[src/rtl/swl_pkg.sv]
package swl_pkg;
  localparam int BYTE_W = 8;
  localparam int NBYTES = 3;
  localparam int WORD_W = BYTE_W * NBYTES;
  localparam int CNT_W  = $clog2(WORD_W + 1);
  localparam int SYNC_STAGES = 2;

  typedef enum logic [1:0] {
    MODE_NORMAL  = 2'b00,
    MODE_SELFCAL = 2'b01,
    MODE_SLEEP   = 2'b10,
    MODE_RSVD    = 2'b11
  } mode_e;
endpackage

[src/rtl/swl_sync.sv]
module swl_sync #(
  parameter int W = 1,
  parameter int STAGES = 2,
  parameter logic [W-1:0] RST_VAL = '0
) (
  input  logic         clk,
  input  logic         rst_n,
  input  logic [W-1:0] d_i,
  output logic [W-1:0] q_o
);
  logic [W-1:0] stage_q [STAGES];

  for (genvar s = 0; s < STAGES; s++) begin : g_stage
    logic [W-1:0] stage_d;
    if (s == 0) begin : g_first
      assign stage_d = d_i;
    end else begin : g_next
      assign stage_d = stage_q[s-1];
    end
    always_ff @(posedge clk or negedge rst_n) begin
      if (!rst_n) stage_q[s] <= RST_VAL;
      else        stage_q[s] <= stage_d;
    end
  end

  assign q_o = stage_q[STAGES-1];
endmodule

[src/rtl/swl_shifter.sv]
module swl_shifter #(
  parameter int BYTE_W = swl_pkg::BYTE_W,
  parameter int NBYTES = swl_pkg::NBYTES,
  parameter int WORD_W = BYTE_W * NBYTES,
  parameter int CNT_W  = $clog2(WORD_W + 1)
) (
  input  logic              clk,
  input  logic              rst_n,
  input  logic              cs_act_i,
  input  logic              rise_i,
  input  logic              fall_i,
  input  logic              sdi_i,
  input  logic              lsb_first_i,
  input  logic [1:0]        nbyte_sel_i,
  output logic [WORD_W-1:0] stage_o,
  output logic [NBYTES-1:0] mask_o,
  output logic              commit_o,
  output logic [CNT_W-1:0]  bit_cnt_o
);
  localparam int BIT_W = $clog2(BYTE_W);
  localparam int IDX_W = CNT_W - BIT_W;

  logic [CNT_W-1:0]  cnt_q, cnt_d, nbits;
  logic [BYTE_W-1:0] sr_q, sr_d;
  logic              fired_q, fired_d;
  logic              done, take, byte_end;
  logic [IDX_W-1:0]  pos;

  always_comb begin
    case (nbyte_sel_i)
      2'b00:   nbits = CNT_W'(BYTE_W);
      2'b01:   nbits = CNT_W'(2 * BYTE_W);
      default: nbits = CNT_W'(NBYTES * BYTE_W);
    endcase
  end

  assign done     = (cnt_q == nbits);
  assign take     = cs_act_i && rise_i && !done;
  assign byte_end = take && (cnt_q[BIT_W-1:0] == BIT_W'(BYTE_W - 1));
  assign pos      = IDX_W'(NBYTES - 1) - cnt_q[CNT_W-1:BIT_W];
  assign commit_o = cs_act_i && fall_i && done && !fired_q;

  always_comb begin
    sr_d    = sr_q;
    cnt_d   = cnt_q;
    fired_d = fired_q;
    if (!cs_act_i) begin
      cnt_d   = '0;
      fired_d = 1'b0;
    end else begin
      if (take) begin
        sr_d  = lsb_first_i ? {sdi_i, sr_q[BYTE_W-1:1]} : {sr_q[BYTE_W-2:0], sdi_i};
        cnt_d = cnt_q + CNT_W'(1);
      end
      if (commit_o) fired_d = 1'b1;
    end
  end

  always_ff @(posedge clk or negedge rst_n) begin
    if (!rst_n) begin
      cnt_q   <= '0;
      sr_q    <= '0;
      fired_q <= 1'b0;
    end else begin
      cnt_q   <= cnt_d;
      fired_q <= fired_d;
      if (take) sr_q <= sr_d;
    end
  end

  for (genvar b = 0; b < NBYTES; b++) begin : g_byte
    logic wr_en;
    assign wr_en = byte_end && (pos == IDX_W'(b));
    always_ff @(posedge clk or negedge rst_n) begin
      if (!rst_n) begin
        stage_o[b*BYTE_W +: BYTE_W] <= '0;
        mask_o[b]                   <= 1'b0;
      end else begin
        if (wr_en) stage_o[b*BYTE_W +: BYTE_W] <= sr_d;
        if (!cs_act_i)  mask_o[b] <= 1'b0;
        else if (wr_en) mask_o[b] <= 1'b1;
      end
    end
  end

  assign bit_cnt_o = cnt_q;
endmodule

[src/rtl/swl_commit.sv]
module swl_commit #(
  parameter int BYTE_W = swl_pkg::BYTE_W,
  parameter int NBYTES = swl_pkg::NBYTES,
  parameter int WORD_W = BYTE_W * NBYTES
) (
  input  logic              clk,
  input  logic              rst_n,
  input  logic              commit_i,
  input  logic [1:0]        mode_i,
  input  logic [WORD_W-1:0] stage_i,
  input  logic [NBYTES-1:0] mask_i,
  output logic [WORD_W-1:0] word_o,
  output logic              load_o
);
  import swl_pkg::*;

  logic [WORD_W-1:0] word_d;
  logic              commit_en;

  assign commit_en = commit_i && (mode_e'(mode_i) == MODE_NORMAL);

  for (genvar b = 0; b < NBYTES; b++) begin : g_merge
    assign word_d[b*BYTE_W +: BYTE_W] = mask_i[b] ? stage_i[b*BYTE_W +: BYTE_W]
                                                  : word_o[b*BYTE_W +: BYTE_W];
  end

  always_ff @(posedge clk or negedge rst_n) begin
    if (!rst_n) begin
      word_o <= '0;
      load_o <= 1'b0;
    end else begin
      load_o <= commit_en;
      if (commit_en) word_o <= word_d;
    end
  end
endmodule

[src/rtl/ser_word_loader.sv]
module ser_word_loader (
  input  logic        clk,
  input  logic        rst_n,
  input  logic        sclk_i,
  input  logic        csn_i,
  input  logic        sdi_i,
  input  logic [1:0]  nbyte_sel_i,
  input  logic        lsb_first_i,
  input  logic        fmt_sel_i,
  input  logic [1:0]  mode_i,
  output logic [23:0] word_o,
  output logic        load_o
);
  import swl_pkg::*;

  logic [2:0]        raw, synced;
  logic              sclk_s, csn_s, sdi_s, sclk_q;
  logic              rise, fall, cs_act, commit;
  logic [WORD_W-1:0] stage, word_q;
  logic [NBYTES-1:0] mask;
  logic [CNT_W-1:0]  bit_cnt;

  assign raw = {csn_i, sclk_i, sdi_i};

  swl_sync #(.W(3), .STAGES(SYNC_STAGES), .RST_VAL(3'b100)) u_sync (
    .clk(clk), .rst_n(rst_n), .d_i(raw), .q_o(synced)
  );

  assign {csn_s, sclk_s, sdi_s} = synced;
  assign cs_act = !csn_s;

  always_ff @(posedge clk or negedge rst_n) begin
    if (!rst_n) sclk_q <= 1'b0;
    else        sclk_q <= sclk_s;
  end

  assign rise = sclk_s && !sclk_q;
  assign fall = !sclk_s && sclk_q;

  swl_shifter #(.BYTE_W(BYTE_W), .NBYTES(NBYTES)) u_shift (
    .clk(clk), .rst_n(rst_n), .cs_act_i(cs_act), .rise_i(rise), .fall_i(fall),
    .sdi_i(sdi_s), .lsb_first_i(lsb_first_i), .nbyte_sel_i(nbyte_sel_i),
    .stage_o(stage), .mask_o(mask), .commit_o(commit), .bit_cnt_o(bit_cnt)
  );

  swl_commit #(.BYTE_W(BYTE_W), .NBYTES(NBYTES)) u_commit (
    .clk(clk), .rst_n(rst_n), .commit_i(commit), .mode_i(mode_i),
    .stage_i(stage), .mask_i(mask), .word_o(word_q), .load_o(load_o)
  );

  assign word_o = fmt_sel_i ? {~word_q[WORD_W-1], word_q[WORD_W-2:0]} : word_q;
endmodule

[config.mk]
export PLATFORM = sky130hd
export DESIGN_NAME = ser_word_loader
export DESIGN_NICKNAME = d
export VERILOG_FILES = /design/src/rtl/swl_pkg.sv /design/src/rtl/swl_sync.sv /design/src/rtl/swl_shifter.sv /design/src/rtl/swl_commit.sv /design/src/rtl/ser_word_loader.sv
export SDC_FILE = /design/constraint.sdc
export NUM_CORES = 1
export LEC_CHECK = 0
export BUFFER_PORTS_ARGS = -buffer_cell sky130_fd_sc_hd__buf_2
export CELL_PAD_IN_SITES_DETAIL_PLACEMENT = 1
export CELL_PAD_IN_SITES_GLOBAL_PLACEMENT = 2
export CORE_MARGIN = 3
export CORE_UTILIZATION = 41
export CTS_CLUSTER_SIZE = 10
export DETAILED_ROUTE_END_ITERATION = 12
export HOLD_SLACK_MARGIN = 0.05
export PLACE_DENSITY_LB_ADDON = 0.2
export SLEW_MARGIN = 10
export SYNTH_ARGS = -nofsm -noshare
export SYNTH_HDL_FRONTEND = slang
export SYNTH_HIERARCHICAL = 1
export SYNTH_SLANG_ARGS = --single-unit
export TNS_END_PERCENT = 20
[constraint.sdc]
create_clock -name clk -period 2.55 [get_ports clk]
set_input_delay 0.6375 -clock clk [delete_from_list [all_inputs] [get_ports clk]]
set_output_delay 0.6375 -clock clk [all_outputs]
set_load 0.02 [all_outputs]
; Yosys cells after proc, flatten, opt, wreduce, memory -nomap -nowiden
; Cells that the tools add are included.
[classes]
eq_ne = 5
add_sub_neg = 2
bitwise_logic = 1
n_mux = 15
n_reduce_logical = 28
[ops]
columns = op, n
row1 = $mux 24, 1
row2 = $mux 8, 3
row3 = $logic_and 1x1->1, 12
row4 = $mux 5, 2
row5 = $pmux 5 s2, 1
row6 = $reduce_bool 2->1, 5
row7 = $mux 1, 8
row8 = $logic_not 2->1, 3
row9 = $reduce_and 2->1, 3
row10 = $add 5x1->5 const B, 1
row11 = $eq 5x5->1, 1
row12 = $logic_not 1->1, 5
row13 = $eq 2x1->1 const B, 2
row14 = $eq 3x3->1 const B, 1
row15 = $eq 2x2->1 const B, 1
row16 = $sub 2x2->2 const A, 1
row17 = $not 1->1, 1
[totals]
word_cells = 67
output_inout_bits = 25
regBits = 73
in_bits = 11

; Depth between registers and ports, before layout
[logic_depth]
depth_word = 9
depth_mapped = 8

; By module
; Netlist, hierarchy kept.
[modules_own_cells]
columns = module, seq_area_each_um2, instances, cells_per_inst, area_each_um2
row1 = swl_shifter, 1026.0, 1, 163, 1948.1
row2 = swl_commit, 625.6, 1, 56, 1064.8
row3 = swl_sync, 152.6, 1, 6, 152.6
row4 = ser_word_loader, 25.0, 1, 5, 52.6

; Worst setup path before layout
; Ideal clock, no wire load.
[synth_timing]
kind = input to register
start = input nbyte_sel_i[0]
end = register u_commit.word_o[0]
arrival_ns = 2.085
path_slack_ns = 0.340
path_buffers = 1
stages = 6
path_cell_list = nor4b_1 nor3_1 nor3_1 and4bb_1 buf_6 mux2_4
[synth_via]
elab_chain_len = 7
[synth_rtl]
columns = item, line
row1 = from (decl), ser_word_loader.sv:7  ; input logic [1:0] nbyte_sel_i,
row2 = $eq 2x1->1 / $logic_not 2->1 (equally long branches), swl_shifter.sv:30  ; case (nbyte_sel_i)
row3 = $pmux 5 s2 *, swl_shifter.sv:30
row4 = $eq 5x5->1 *, swl_shifter.sv:37  ; assign done = (cnt_q == nbits);
row5 = $logic_and 1x1->1 * (2 in a row), swl_shifter.sv:41  ; assign commit_o = cs_act_i && fall_i && done && !fired_q;
row6 = via commit, ser_word_loader.sv:18  ; logic rise, fall, cs_act, commit;
row7 = $logic_and 1x1->1 *, swl_commit.sv:20  ; assign commit_en = commit_i && (mode_e'(mode_i) == MODE_NORMAL);
row8 = $reduce_and 2->1 (no line) *, -
row9 = to (signal assigned), swl_commit.sv:33  ; if (commit_en) word_o <= word_d;
row10 = to (decl), swl_commit.sv:12  ; output logic [WORD_W-1:0] word_o,
; Mark *: on every way through the listed nets, which the timed path passes. The rest lies on a longest branch.
; A chain may end at the register's enable or synchronous reset.

; Final worst setup path
[layout_timing]
start = register u_shift.cnt_q[0], in the netlist u_shift/bit_cnt_o[0]
end = register u_shift.stage_o[11]
[layout_via]
elab_chain_len = 5
[layout_rtl]
columns = item, line
row1 = from (decl), swl_shifter.sv:23  ; logic [CNT_W-1:0] cnt_q, cnt_d, nbits;
row2 = from (signal assigned), swl_shifter.sv:65  ; cnt_q <= cnt_d;
row3 = $eq 5x5->1, swl_shifter.sv:37
row4 = $logic_not 1->1, swl_shifter.sv:38  ; assign take = cs_act_i && rise_i && !done;
row5 = $logic_and 1x1->1, swl_shifter.sv:38
row6 = $mux 8 / $logic_and 1x1->1 (equally long branches), "swl_shifter.sv:51, swl_shifter.sv:39"
row7 = $mux 8 / $logic_and 1x1->1 (equally long branches), "swl_shifter.sv:47, swl_shifter.sv:73"
row8 = "to (signal, indexed assignment)", swl_shifter.sv:79  ; if (wr_en) stage_o[b*BYTE_W +: BYTE_W] <= sr_d;
row9 = to (decl), swl_shifter.sv:15  ; output logic [WORD_W-1:0] stage_o,
; Several ways; a longest one is shown, not always the timed one.

==> results.py <==
metrics = {
    "sta": {
        "period_minus_slack_ps": 2290,
        "finalSetupViolations": 0,
        "hold_viol_final": 0,
        "slew_headroom": 0.573,
        "worstMarginPinSlew_ps": 641,
        "fin_crit_sh": 0.896,
        "slew_violations": 0,
        "rsz0062_at_grt": "false",
        "clock_skew_ps": 9.16,
        "fin_setup_tns_ps": 0,
        "max_freq_mhz": 438,
    },
    "cts": {
        "h-tree-depth": 3,
        "post_cts_resized": 0,
        "cts_tree": "done",
        "cts.sinks": 73,
        "cts.path.max_buffers": 2,
        "root_buffer": "clkbuf_8",
        "clock_latency_ps": 340,
        "cts_hold_buffers": 0,
        "clk_pin_slew_worst_paths_ps": 80,
        "postCtsSetupRepairBufs": 0,
        "cts_buffers": 9,
    },
    "setup_path": {
        "crit_fanout": 8,
        "r2r_end": "u_shift/stage_o[11]",
        "r2r_start": "u_shift/bit_cnt_o[0]",
        "critPathLaunchType": "flop",
        "reg2reg_slack_ps": 260,
        "required_ps": 2760,
        "cp_data_arrival_time_ps": 2500,
        "r2r_cells": 8,
        "crit_path_end_kind": "flop",
        "crit_type": "reg2reg",
    },
    "global_routing": {
        "grt_use_total": 0.151,
        "antenna_found_initial": 0,
        "grt_max_degree": 41,
        "grt_pass1_wl_um": 10100,
        "grt.overflow.total": 0,
        "grt_pass1_vias": 1909,
    },
    "finish": {
        "antennaDiodeCount": 0,
        "fillers": 797,
        "syn2layout_area_growth_pct": 17.0,
        "utilization": 0.506,
        "drive_above_1_share": 0.414,
        "nets": 287,
        "final_area_um2": 3760,
    },
    "detailed_routing": {
        "remaining_drc_errors": 0,
        "firstDrtPassIters": 4,
        "drtIter0Drc": 82,
        "viasPerCell": 4.92,
        "wirelength_um": 6050,
        "ant_nets": 0,
        "vias": 1855,
        "wl_per_cell_um": 16.0,
    },
    "synthesis": {
        "synth.net_count": 244,
        "ys.flop_type": "dfrtp_1",
        "postSynth.asyncResetShare": 1.00,
        "synth-seq-cells": 73,
        "synth_enable_flop_cells": 0,
        "syn_inst": 230,
        "syn_area_um2": 3220,
        "yosysWarnings": 6,
        "synth_seq_area_share": 0.568,
        "post_synth.cell_area_avg_um2": 14.0,
        "synth.distinct_cells": 40,
    },
    "power_and_ir_drop": {
        "p_per_area_nw_per_um2": 660,
        "power.leakage_uw": 0.00182,
        "p_total_uw": 2480,
        "vdd_drop_max_mv": 0.292,
    },
    "place": {
        "dpl_cell_area_um2": 3550,
        "dp.final_hpwl_um": 4220,
        "gp_congestion": 0.786,
        "placement.io_buffers": 35,
    },
    "floorplanning": {
        "initial_core_util": 0.432,
        "dieArea_um2": 8950,
        "io_pins": 36,
        "row_count": 31,
        "die_h_um": 94.6,
        "fp.dieW_um": 94.6,
        "fp.coreArea_um2": 7450,
    },
    "job": {
        "drv_cap": 0,
    },
    "worst_hold_path": {
        "hp-class": "in2async",
    },
    "run_status": {
        "outcome": "finished clean",
    },
}
cell usage in the layout (no fill, tap or decap), types with 4 or more instances in the layout:
| master | count |
|---|---|
| dfrtp_1 | 71 |
| buf_12 | 4 |
| o21ai_0 | 11 |
| mux2_2 | 16 |
| a21oi_1 | 8 |
| nand2_1 | 12 |
| mux2_4 | 32 |
| inv_1 | 6 |
| mux2i_1 | 9 |
| buf_4 | 6 |
| buf_2 | 34 |
| clkbuf_8 | 9 |
| nor2_1 | 10 |
synth_stat cells, types with 2 or more instances:
library cell  count  area (um^2)
dfrtp_1          71         1780
clkbuf_1          5         18.8
dfstp_2           2         52.6
xnor2_1           2         17.5
buf_6             5         56.3
and4bb_1          3         37.5
a21oi_1           8         40.0
mux2_4           32          480
o21ai_0          11         55.1
ha_1              3         37.5
nor2b_1           2         12.5
mux2i_1           9         90.1
nand2_1          12         45.0
inv_1             6         22.5
mux2_2           16          180
nand3_1           2         10.0
nor3_1            2         10.0
nor2_1           10         37.5
nand4_1           2         12.5
nor4b_1           3         26.3
o21a_1            3         22.5
and2_1            3         18.8
where the power goes:
part | total, uW | leakage (uW) | switching, uW | internal, uW
registers | 1270 | 0.000953 | 64.0 | 1210
clock network | 969 | 0.0000995 | 419 | 550
logic | 242 | 0.000773 | 117 | 125
stage by stage:
stage | worst slack [ps] | std cells | hold slack (ps)
final | 264 | 377 | 275
after global routing | 87.9 | 377 | 299
after CTS | 298 | 377 | 286
after detailed placement | 134 | 361 | 339
after global placement | 149 | 361 | 332
after floorplan | 340 | 230 | 331
area by class of cell:
class | count | area [um^2] | area share
clock buffers | 11 | 131 | 0.0349
clock inverters | 5 | 80.1 | 0.0213
inverters | 6 | 22.5 | 0.00598
multi-input cells | 139 | 1280 | 0.341
flip-flops and latches | 73 | 1830 | 0.486
well taps | 99 | 124 | 0.0329
repair buffers | 44 | 295 | 0.0784
sequential cells by signal (all words and copies together), names as in the netlist:
| register | count |
|---|---|
| sclk_q | 1 |
| u_commit/load_o | 1 |
| u_commit/word_o | 24 |
| u_shift/bit_cnt_o | 5 |
| u_shift/fired_q | 1 |
| u_shift/mask_o | 3 |
| u_shift/sr_q | 8 |
| u_shift/stage_o | 24 |
| u_sync/g_stage.stage_d | 3 |
| u_sync/q_o | 3 |
worst max path at each step:
stage / start / endpoint / slack [ps]
floorplan: nbyte_sel_i[0] / u_commit/word_o[0] / 340
global placement: nbyte_sel_i[0] / u_commit/word_o[22] / 150
detailed placement: nbyte_sel_i[0] / u_commit/word_o[17] / 130
CTS: u_shift/bit_cnt_o[0] / u_shift/stage_o[11] / 300
global route: u_shift/bit_cnt_o[1] / u_shift/stage_o[11] / 90
finish: u_shift/bit_cnt_o[0] / u_shift/stage_o[11] / 260
critical path: stages, from the launching register on:
cell and delay [ps]:
dfrtp_1 410, inv_1 60, ha_1 220, nor2b_1 160, a2111oi_0 580, buf_4 210
nand2_1 50, buf_4 190, mux2_2 290
cells by family (layout without fill, tap and decap cells):
| family | Yosys count | count (layout) | share of synthesized area |
|---|---|---|---|
| flip-flops | 73 | 73 | 0.568 |
| buffers and inverters | 18 | 66 | 0.0330 |
| AND/OR/NAND/NOR | 47 | 47 | 0.0875 |
| multiplexers | 57 | 57 | 0.233 |
| adder cells (fa/ha/maj) | 3 | 3 | 0.0117 |
| AO/OA/AOI/OAI | 29 | 29 | 0.0579 |
| XOR/XNOR | 3 | 3 | 0.00817 |
routing by layer:
layer  GRT usage  wire [um]  vias up  part of all wire
met5           0          0        -                 0
met2       0.223       2780       28              0.46
met4      0.0649         79        0             0.013
met1       0.213       2970      926              0.49
met3      0.0351        212        7             0.035
li1            -          -      894                 -
(Power assumes the default switching activity.)
